**src/rtl/xreg_pkg.sv**
```systemverilog
package xreg_pkg;
    localparam int DW = 8;

    typedef enum logic [2:0] {
        P_SEQ_INDEX = 3'd0,
        P_SEQ_DATA  = 3'd1,
        P_CRT_INDEX = 3'd2,
        P_CRT_DATA  = 3'd3,
        P_VID_EN    = 3'd4,
        P_ALT_VID   = 3'd5,
        P_SETUP_MAP = 3'd6,
        P_NONE      = 3'd7
    } port_e;

    typedef enum logic {
        LK_SHUT = 1'b0,
        LK_OPEN = 1'b1
    } lock_e;

    localparam logic [DW-1:0] IDX_EXT_CTRL   = 8'h06;
    localparam logic [DW-1:0] IDX_VERSION    = 8'h8E;
    localparam logic [DW-1:0] IDX_COMPAT     = 8'hFC;
    localparam logic [DW-1:0] CRT_START_HI   = 8'h0C;
    localparam logic [DW-1:0] CRT_ID         = 8'h1F;
    localparam logic [DW-1:0] KEY_UNLOCK     = 8'hEA;
    localparam logic [DW-1:0] KEY_RELOCK     = 8'hAE;
    localparam logic [DW-1:0] ID_XOR_MASK    = 8'hEA;
    localparam int            ARM_BIT        = 7;
endpackage

```
**src/rtl/xreg_unlock_fsm.sv**
```systemverilog
module xreg_unlock_fsm
    import xreg_pkg::*;
(
    input  logic          clk,
    input  logic          rst_n,
    input  logic          ctl_wr,
    input  logic [DW-1:0] ctl_data,
    output logic          unlocked
);
    lock_e state_q, state_d;

    always_ff @(posedge clk) begin
        if (!rst_n) state_q <= LK_SHUT;
        else        state_q <= state_d;
    end

    always_comb begin
        state_d = state_q;
        unique case (state_q)
            LK_SHUT: if (ctl_wr && ctl_data == KEY_UNLOCK) state_d = LK_OPEN;
            LK_OPEN: if (ctl_wr && ctl_data == KEY_RELOCK) state_d = LK_SHUT;
            default: state_d = LK_SHUT;
        endcase
    end

    always_comb begin
        unique case (state_q)
            LK_OPEN: unlocked = 1'b1;
            default: unlocked = 1'b0;
        endcase
    end

    assert_unlock_key_R2: assert property (@(posedge clk) disable iff (!rst_n)
        (ctl_wr && ctl_data == KEY_UNLOCK) |=> unlocked);
    assert_relock_key_R2: assert property (@(posedge clk) disable iff (!rst_n)
        (ctl_wr && ctl_data == KEY_RELOCK) |=> !unlocked);
    assert_other_value_hold_R3: assert property (@(posedge clk) disable iff (!rst_n)
        (!ctl_wr || (ctl_data != KEY_UNLOCK && ctl_data != KEY_RELOCK)) |=> $stable(unlocked));
endmodule

```
**src/rtl/xreg_scratch_bank.sv**
```systemverilog
module xreg_scratch_bank
    import xreg_pkg::*;
#(
    parameter int NUM = 16,
    localparam int OFF_W = (NUM > 1) ? $clog2(NUM) : 1
) (
    input  logic             clk,
    input  logic             rst_n,
    input  logic             wr,
    input  logic [OFF_W-1:0] off,
    input  logic [DW-1:0]    wdata,
    output logic [DW-1:0]    rd_val
);
    logic [DW-1:0] cell_q [NUM];

    for (genvar g = 0; g < NUM; g++) begin : g_cell
        always_ff @(posedge clk) begin
            if (!rst_n)
                cell_q[g] <= '0;
            else if (wr && int'(off) == g)
                cell_q[g] <= wdata;
        end
    end

    always_comb begin
        rd_val = '0;
        for (int i = 0; i < NUM; i++)
            if (int'(off) == i) rd_val = cell_q[i];
    end
endmodule

```
**src/rtl/xreg_arm_gate.sv**
```systemverilog
module xreg_arm_gate #(
    parameter int NUM = 2
) (
    input  logic           clk,
    input  logic           rst_n,
    input  logic [NUM-1:0] wr_mask,
    input  logic           wbit,
    input  logic           arm,
    input  logic           setup,
    output logic [NUM-1:0] bits
);
    logic [NUM-1:0] bits_q;

    for (genvar g = 0; g < NUM; g++) begin : g_bit
        always_ff @(posedge clk) begin
            if (!rst_n)
                bits_q[g] <= 1'b0;
            else if (wr_mask[g] && (arm || setup))
                bits_q[g] <= wbit;
        end

        assert_unarmed_ignored_R9: assert property (@(posedge clk) disable iff (!rst_n)
            (wr_mask[g] && !arm && !setup) |=> $stable(bits_q[g]));
        assert_armed_loads_R9: assert property (@(posedge clk) disable iff (!rst_n)
            (wr_mask[g] && (arm || setup)) |=> (bits_q[g] == $past(wbit)));
    end

    assign bits = bits_q;
endmodule

```
**src/rtl/ext_id_regfile.sv**
```systemverilog
module ext_id_regfile
    import xreg_pkg::*;
#(
    parameter logic [7:0] VERSION_CODE = 8'h70,
    parameter logic [7:0] SCRATCH_BASE = 8'hB0,
    parameter int         SCRATCH_N    = 16
) (
    input  logic       clk,
    input  logic       rst_n,
    input  logic       setup_mode,
    input  logic [2:0] port_sel,
    input  logic       wr_en,
    input  logic       rd_en,
    input  logic [7:0] wdata,
    output logic [7:0] rdata,
    output logic       ext_en,
    output logic       video_en
);
    localparam int OFF_W  = (SCRATCH_N > 1) ? $clog2(SCRATCH_N) : 1;
    localparam int SCR_LO = int'(SCRATCH_BASE);
    localparam int SCR_HI = SCR_LO + SCRATCH_N;
    localparam int N_EN   = 2;

    port_e port;
    assign port = port_e'(port_sel);

    logic [DW-1:0] seq_idx_q, crt_idx_q, start_hi_q, compat_q, map_q, rdata_q;
    logic [DW-1:0] rd_val, scr_rd, scr_diff;
    logic [OFF_W-1:0] scr_off;
    logic [N_EN-1:0] en_bits, en_wr;
    logic bus_open, seq_data_wr, ctl_wr, ext_wr, in_scratch, unlocked;

    // sequencer and CRT spaces answer only outside setup mode
    assign bus_open    = !setup_mode;
    assign seq_data_wr = wr_en && bus_open && (port == P_SEQ_DATA);
    assign ctl_wr      = seq_data_wr && (seq_idx_q == IDX_EXT_CTRL);
    assign ext_wr      = seq_data_wr && seq_idx_q[DW-1] && unlocked;
    assign in_scratch  = (int'(seq_idx_q) >= SCR_LO) && (int'(seq_idx_q) < SCR_HI);
    assign scr_diff    = seq_idx_q - SCRATCH_BASE;
    assign scr_off     = scr_diff[OFF_W-1:0];

    xreg_unlock_fsm u_lock (
        .clk      (clk),
        .rst_n    (rst_n),
        .ctl_wr   (ctl_wr),
        .ctl_data (wdata),
        .unlocked (unlocked)
    );

    xreg_scratch_bank #(.NUM(SCRATCH_N)) u_scratch (
        .clk    (clk),
        .rst_n  (rst_n),
        .wr     (ext_wr && in_scratch),
        .off    (scr_off),
        .wdata  (wdata),
        .rd_val (scr_rd)
    );

    assign en_wr[0] = wr_en && (port == P_VID_EN);
    assign en_wr[1] = wr_en && (port == P_ALT_VID);

    xreg_arm_gate #(.NUM(N_EN)) u_arm (
        .clk     (clk),
        .rst_n   (rst_n),
        .wr_mask (en_wr),
        .wbit    (wdata[0]),
        .arm     (compat_q[ARM_BIT]),
        .setup   (setup_mode),
        .bits    (en_bits)
    );

    // plain storage registers
    always_ff @(posedge clk) begin
        if (!rst_n) begin
            seq_idx_q  <= '0;
            crt_idx_q  <= '0;
            start_hi_q <= '0;
            compat_q   <= '0;
            map_q      <= '0;
        end else if (wr_en) begin
            unique case (port)
                P_SEQ_INDEX: if (bus_open) seq_idx_q <= wdata;
                P_CRT_INDEX: if (bus_open) crt_idx_q <= wdata;
                P_CRT_DATA:  if (bus_open && crt_idx_q == CRT_START_HI) start_hi_q <= wdata;
                P_SEQ_DATA:  if (ext_wr && seq_idx_q == IDX_COMPAT) compat_q <= wdata;
                P_SETUP_MAP: map_q <= wdata;
                default: ;
            endcase
        end
    end

    // read selection
    always_comb begin
        rd_val = '0;
        unique case (port)
            P_SEQ_INDEX: rd_val = bus_open ? seq_idx_q : '0;
            P_CRT_INDEX: rd_val = bus_open ? crt_idx_q : '0;
            P_SEQ_DATA: begin
                if (!bus_open)                      rd_val = '0;
                else if (seq_idx_q == IDX_EXT_CTRL) rd_val = {{(DW-1){1'b0}}, unlocked};
                else if (!seq_idx_q[DW-1] || !unlocked) rd_val = '0;
                else if (seq_idx_q == IDX_VERSION)  rd_val = VERSION_CODE;
                else if (seq_idx_q == IDX_COMPAT)   rd_val = compat_q;
                else if (in_scratch)                rd_val = scr_rd;
                else                                rd_val = '0;
            end
            P_CRT_DATA: begin
                if (!bus_open)                      rd_val = '0;
                else if (crt_idx_q == CRT_START_HI) rd_val = start_hi_q;
                else if (crt_idx_q == CRT_ID)       rd_val = start_hi_q ^ ID_XOR_MASK;
                else                                rd_val = '0;
            end
            P_VID_EN:    rd_val = {{(DW-1){1'b0}}, en_bits[0]};
            P_ALT_VID:   rd_val = {{(DW-1){1'b0}}, en_bits[1]};
            P_SETUP_MAP: rd_val = map_q;
            P_NONE:      rd_val = '0;
            default:     rd_val = '0;
        endcase
    end

    always_ff @(posedge clk) begin
        if (!rst_n)     rdata_q <= '0;
        else if (rd_en) rdata_q <= rd_val;
    end

    assign rdata    = rdata_q;
    assign ext_en   = unlocked;
    assign video_en = |en_bits;

    assert_locked_reads_zero_R5: assert property (@(posedge clk) disable iff (!rst_n)
        (rd_en && port == P_SEQ_DATA && seq_idx_q[DW-1] && !unlocked) |=> (rdata == '0));
    assert_id_xor_R8: assert property (@(posedge clk) disable iff (!rst_n)
        (rd_en && !setup_mode && port == P_CRT_DATA && crt_idx_q == CRT_ID)
            |=> (rdata == ($past(start_hi_q) ^ ID_XOR_MASK)));
    assert_setup_silent_R10: assert property (@(posedge clk) disable iff (!rst_n)
        (rd_en && setup_mode && !port_sel[2]) |=> (rdata == '0));
    assert_setup_keeps_lock_R10: assert property (@(posedge clk) disable iff (!rst_n)
        setup_mode |=> $stable(unlocked));
    assert_rdata_hold_R12: assert property (@(posedge clk) disable iff (!rst_n)
        !rd_en |=> $stable(rdata));
    assert_video_or_R11: assert property (@(posedge clk) disable iff (!rst_n)
        video_en == (en_bits[0] || en_bits[1]));
endmodule

```
**config.mk**
```make
export PLATFORM = sky130hd
export DESIGN_NAME = ext_id_regfile
export DESIGN_NICKNAME = d
export VERILOG_FILES = /design/src/rtl/xreg_pkg.sv /design/src/rtl/xreg_unlock_fsm.sv /design/src/rtl/xreg_scratch_bank.sv /design/src/rtl/xreg_arm_gate.sv /design/src/rtl/ext_id_regfile.sv
export SDC_FILE = /design/constraint.sdc
export NUM_CORES = 1
export LEC_CHECK = 0
export BUFFER_PORTS_ARGS = -buffer_cell sky130_fd_sc_hd__buf_2
export CELL_PAD_IN_SITES_DETAIL_PLACEMENT = 1
export CELL_PAD_IN_SITES_GLOBAL_PLACEMENT = 2
export CORE_MARGIN = 1
export CORE_UTILIZATION = 38
export CTS_CLUSTER_DIAMETER = 60
export DETAILED_ROUTE_END_ITERATION = 6
export GPL_TIMING_DRIVEN = 0
export PLACE_DENSITY_LB_ADDON = 0.1
export SETUP_SLACK_MARGIN = 0.2
export SLEW_MARGIN = 20
export SYNTH_ARGS = -nofsm -noshare
export SYNTH_HDL_FRONTEND = slang
export SYNTH_HIERARCHICAL = 1
export SYNTH_SLANG_ARGS = --single-unit
```
**constraint.sdc**
```tcl
create_clock -name clk -period 2.5 [get_ports clk]
set_input_delay 0.375 -clock clk [delete_from_list [all_inputs] [get_ports clk]]
set_output_delay 0.375 -clock clk [all_outputs]
set_load 0.1 [all_outputs]
```
==> flow_summary_export.csv <==
group,metric,value,unit
sta,fin_setup_tns,0,ns
cts,cts_made_buffers,17,
cts,h-tree-depth,4,
sta,slew_headroom,53.8,%
placement,place_area,9730,µm²
synthesis,ys_seq_area_share,53.2,%
placement,dpl.hpwl,21400,µm
worst_hold_path,hold_path_class,"in -> reg",
sta,skew,0.0132,ns
global_routing,antenna_found_initial,1,
synthesis,synth_ff_type,"edfxtp_1",
sta,rsz0062_at_grt,"true",
global_routing,grt_pass1_vias,7154,
synthesis,synth_nets,856,
sta,period_needed,2.36,ns
global_routing,grtUsageMet2,40.1,%
setup_path,crit_path_max_fanout,6,
setup_path,reg2regPathDepth,10,
sta,maxSlewViolCount,0,
sta,fmax,424,MHz
synthesis,postSynthCellCount,840,
setup_path,critPathCaptureType,"register",
placement,io_buffers,24,
setup_path,cpLargestDelayFamily,"compound AO/OA/AOI/OAI gates",
worst_hold_path,whs_path_depth,3,
global_routing,grt_overflow,0,
setup_path,path_common_cell,"buf_12",
final_layout,drive_gt1_share,25.2,%
synthesis,synth_edf_count,128,
die,row_count,56,
setup_path,slowest_stage,"dfxtp_4",
drt,drt_iter0_markers,479,
setup_path,cp.depth,10,
synthesis,yosysMostFrequentCell,"and2_1",
setup_path,critPathKind,"reg -> reg",
power_and_ir_drop,cellPowerDensity,588,nW/µm²
final_layout,final_nets,919,
cts,ctsHoldBuffers,0,
final_layout,area_growth,25.2,%
global_routing,grt.met1_usage,36.1,%
synthesis,synthDominantCellAreaShare,42.0,%
die,initial_core_util,38.8,%
synthesis,netlist_area,9150,µm²
drt,post_drt_wl_per_cell,24.7,µm
final_layout,final_area,11400,µm²
synthesis,async_flop_share,0,%
final_layout,antennaDiodeCount,0,
power_and_ir_drop,peakVddDrop,0.300,mV
die,die-area,24700,µm²
sta,setup_viol_count_final,0,
setup_path,cp.arrival,2.70,ns
drt,vias,7036,
sta,hold_viol,0,
die,die_y,157,µm
power_and_ir_drop,finalPower,0.00673,W
synthesis,yosys-top-cells-area,"edfxtp_1, dfxtp_1, and2_1, mux2i_1, o21ai_0",
drt,antenna_left,0,
run,maxCapViolations,0,
outcome,status,"completed",
synthesis,ys_types,66,
sta,post-route-period-util,94.4,%
drt,drt_pass1_iterations,5,
synthesis,yosysWarnings,6,
synthesis,synth_commonest_cells,"and2_1, edfxtp_1, nand2_1",
cts,clock_latency,0.44,ns
cts,cts_tree,"built",
drt,wl,30500,µm
global_routing,grt_use_met3,3.94,%
global_routing,grt_use_total,25.5,%
setup_path,start_kind,"register",
power_and_ir_drop,p_leak,3.88,nW
cts,clk_pin_slew,0.08,ns
synthesis,synth_area_per_cell,10.9,µm²
sta,worst_pin_slew,0.693,ns
drt,via_per_inst,5.70,
sta,hold_ws,0.362,ns
cts,numClockSinks,179,
die,io_pins,26,
setup_path,slowest_delay,0.39,ns
setup_path,critical_path.cell_chain,"buf_12, buf_12, mux2i_4, o22ai_4, o221ai_2, nand3_2, a22o_1, a22oi_2, a2111oi_2, a211o_1",
die,die_w,157,µm
cts,clockBufferDepth,2,
setup_path,cp.required,2.84,ns
synthesis,yosys.area.top_type,"edfxtp_1",
placement,dp_slack,-0.490,ns
sta,worst_slack,0.140,ns
die,fp.coreArea,23500,µm²
placement,gp_congestion,0.923,
drt,remaining_drc_errors,0,
synthesis,ys_ff_latch,179,
global_routing,busiest_layer,"met2",
setup_path,worst-path-buf-inv,2,
global_routing,grt_pass1_wl,44700,µm
cts,clockRootBuffer,"clkbuf_16",
global_routing,grt_max_degree,18,
==> worst register-to-register path: stages, from the launching register on <==
cell and delay [ns]:
dfxtp_4 0.39, buf_12 0.15, buf_12 0.14, mux2i_4 0.26
o22ai_4 0.12, o221ai_2 0.21, nand3_2 0.12, a22o_1 0.30
a22oi_2 0.19, a2111oi_2 0.10, a211o_1 0.29
==> final timing paths <==
path	startpoint	endpoint	slack, ns
setup / recovery	seq_idx_q[1]	rdata[4]	0.14
hold / removal	rst_n	u_arm/bits[0]	0.36
setup reg to reg	seq_idx_q[1]	rdata[4]	0.14
hold reg to reg	map_q[1]	map_q[1]	0.49
==> metal layers <==
layer	share of wire, %	routed length (µm)	vias up
met3	3.8	1170	31
met5	0	0	-
met1	47	14300	3650
met2	48	14600	130
met4	1.4	420	0
li1	-	-	3225
==> per-stage QoR <==
step | utilization (%) | instances
6_report | 48.6 | 1235
3_5_place_dp | 41.3 | 1183
3_3_place_gp | 41.3 | 1183
5_1_grt | 48.6 | 1235
4_1_cts | 47.5 | 1231
2_1_floorplan | - | 840
==> cell usage in the layout (no fill, tap or decap), drive strengths merged, types with 5 or more instances in the layout <==
cell,synthesis,routed
edfxtp,128,128
inv,5,11
a21oi,19,19
nand3,41,41
or2,6,6
o221ai,8,8
a31oi,6,6
buf,33,76
a22o,10,10
dfxtp,51,51
o21ai,54,54
nor2,36,36
a21boi,32,32
clkbuf,30,48
a32oi,5,5
a2bb2oi,5,5
nor3b,10,10
nor4bb,5,5
o22ai,8,8
nand2b,6,6
nor2b,12,12
nand2,68,68
a32o,5,5
mux2i,54,54
and2,133,133
==> cell families (layout without fill, tap and decap cells) <==
kind of cell    count (synthesis)  after routing  share of synthesized area [%]
simple gates                  347            347                           21.9
buf+inv                        68            144                           3.76
compound gates                186            186                           14.0
flops                         179            179                           53.2
mux                            60             60                           7.14
==> sequential cells by signal (all words and copies together) (netlist names) <==
signal,count
start_hi_q,8
u_lock/state_q,1
crt_idx_q,8
u_arm/bits,2
map_q,8
rdata,8
u_scratch/cell_q,128
compat_q,8
seq_idx_q,8
==> power breakdown <==
part / total [W] / switching, W / internal (W)
Sequential: 0.00332 / 0.0000517 / 0.00327
Combinational: 0.000525 / 0.000350 / 0.000175
Clock: 0.00289 / 0.00128 / 0.00161
==> cell type report <==
| class | instances | area, µm² |
|---|---|---|
| tap | 319 | 399 |
| multi-input combinational | 593 | 4630 |
| clock buffer | 17 | 425 |
| timing repair buffer | 45 | 418 |
| clock inverter | 15 | 199 |
| inverter | 5 | 18.8 |
| sequential | 179 | 4880 |
| buffer | 62 | 470 |
| fill | 2493 | 12100 |
==> repair_timing <==
action / in CTS / in global routing
resized for setup: 136 / 48
pin swaps: 18 / 14
endpoints found under the setup margin: 264 / 237
setup buffers: 16 / 4
cloned: 0 / 1
Power figures use the tool's default switching activity.
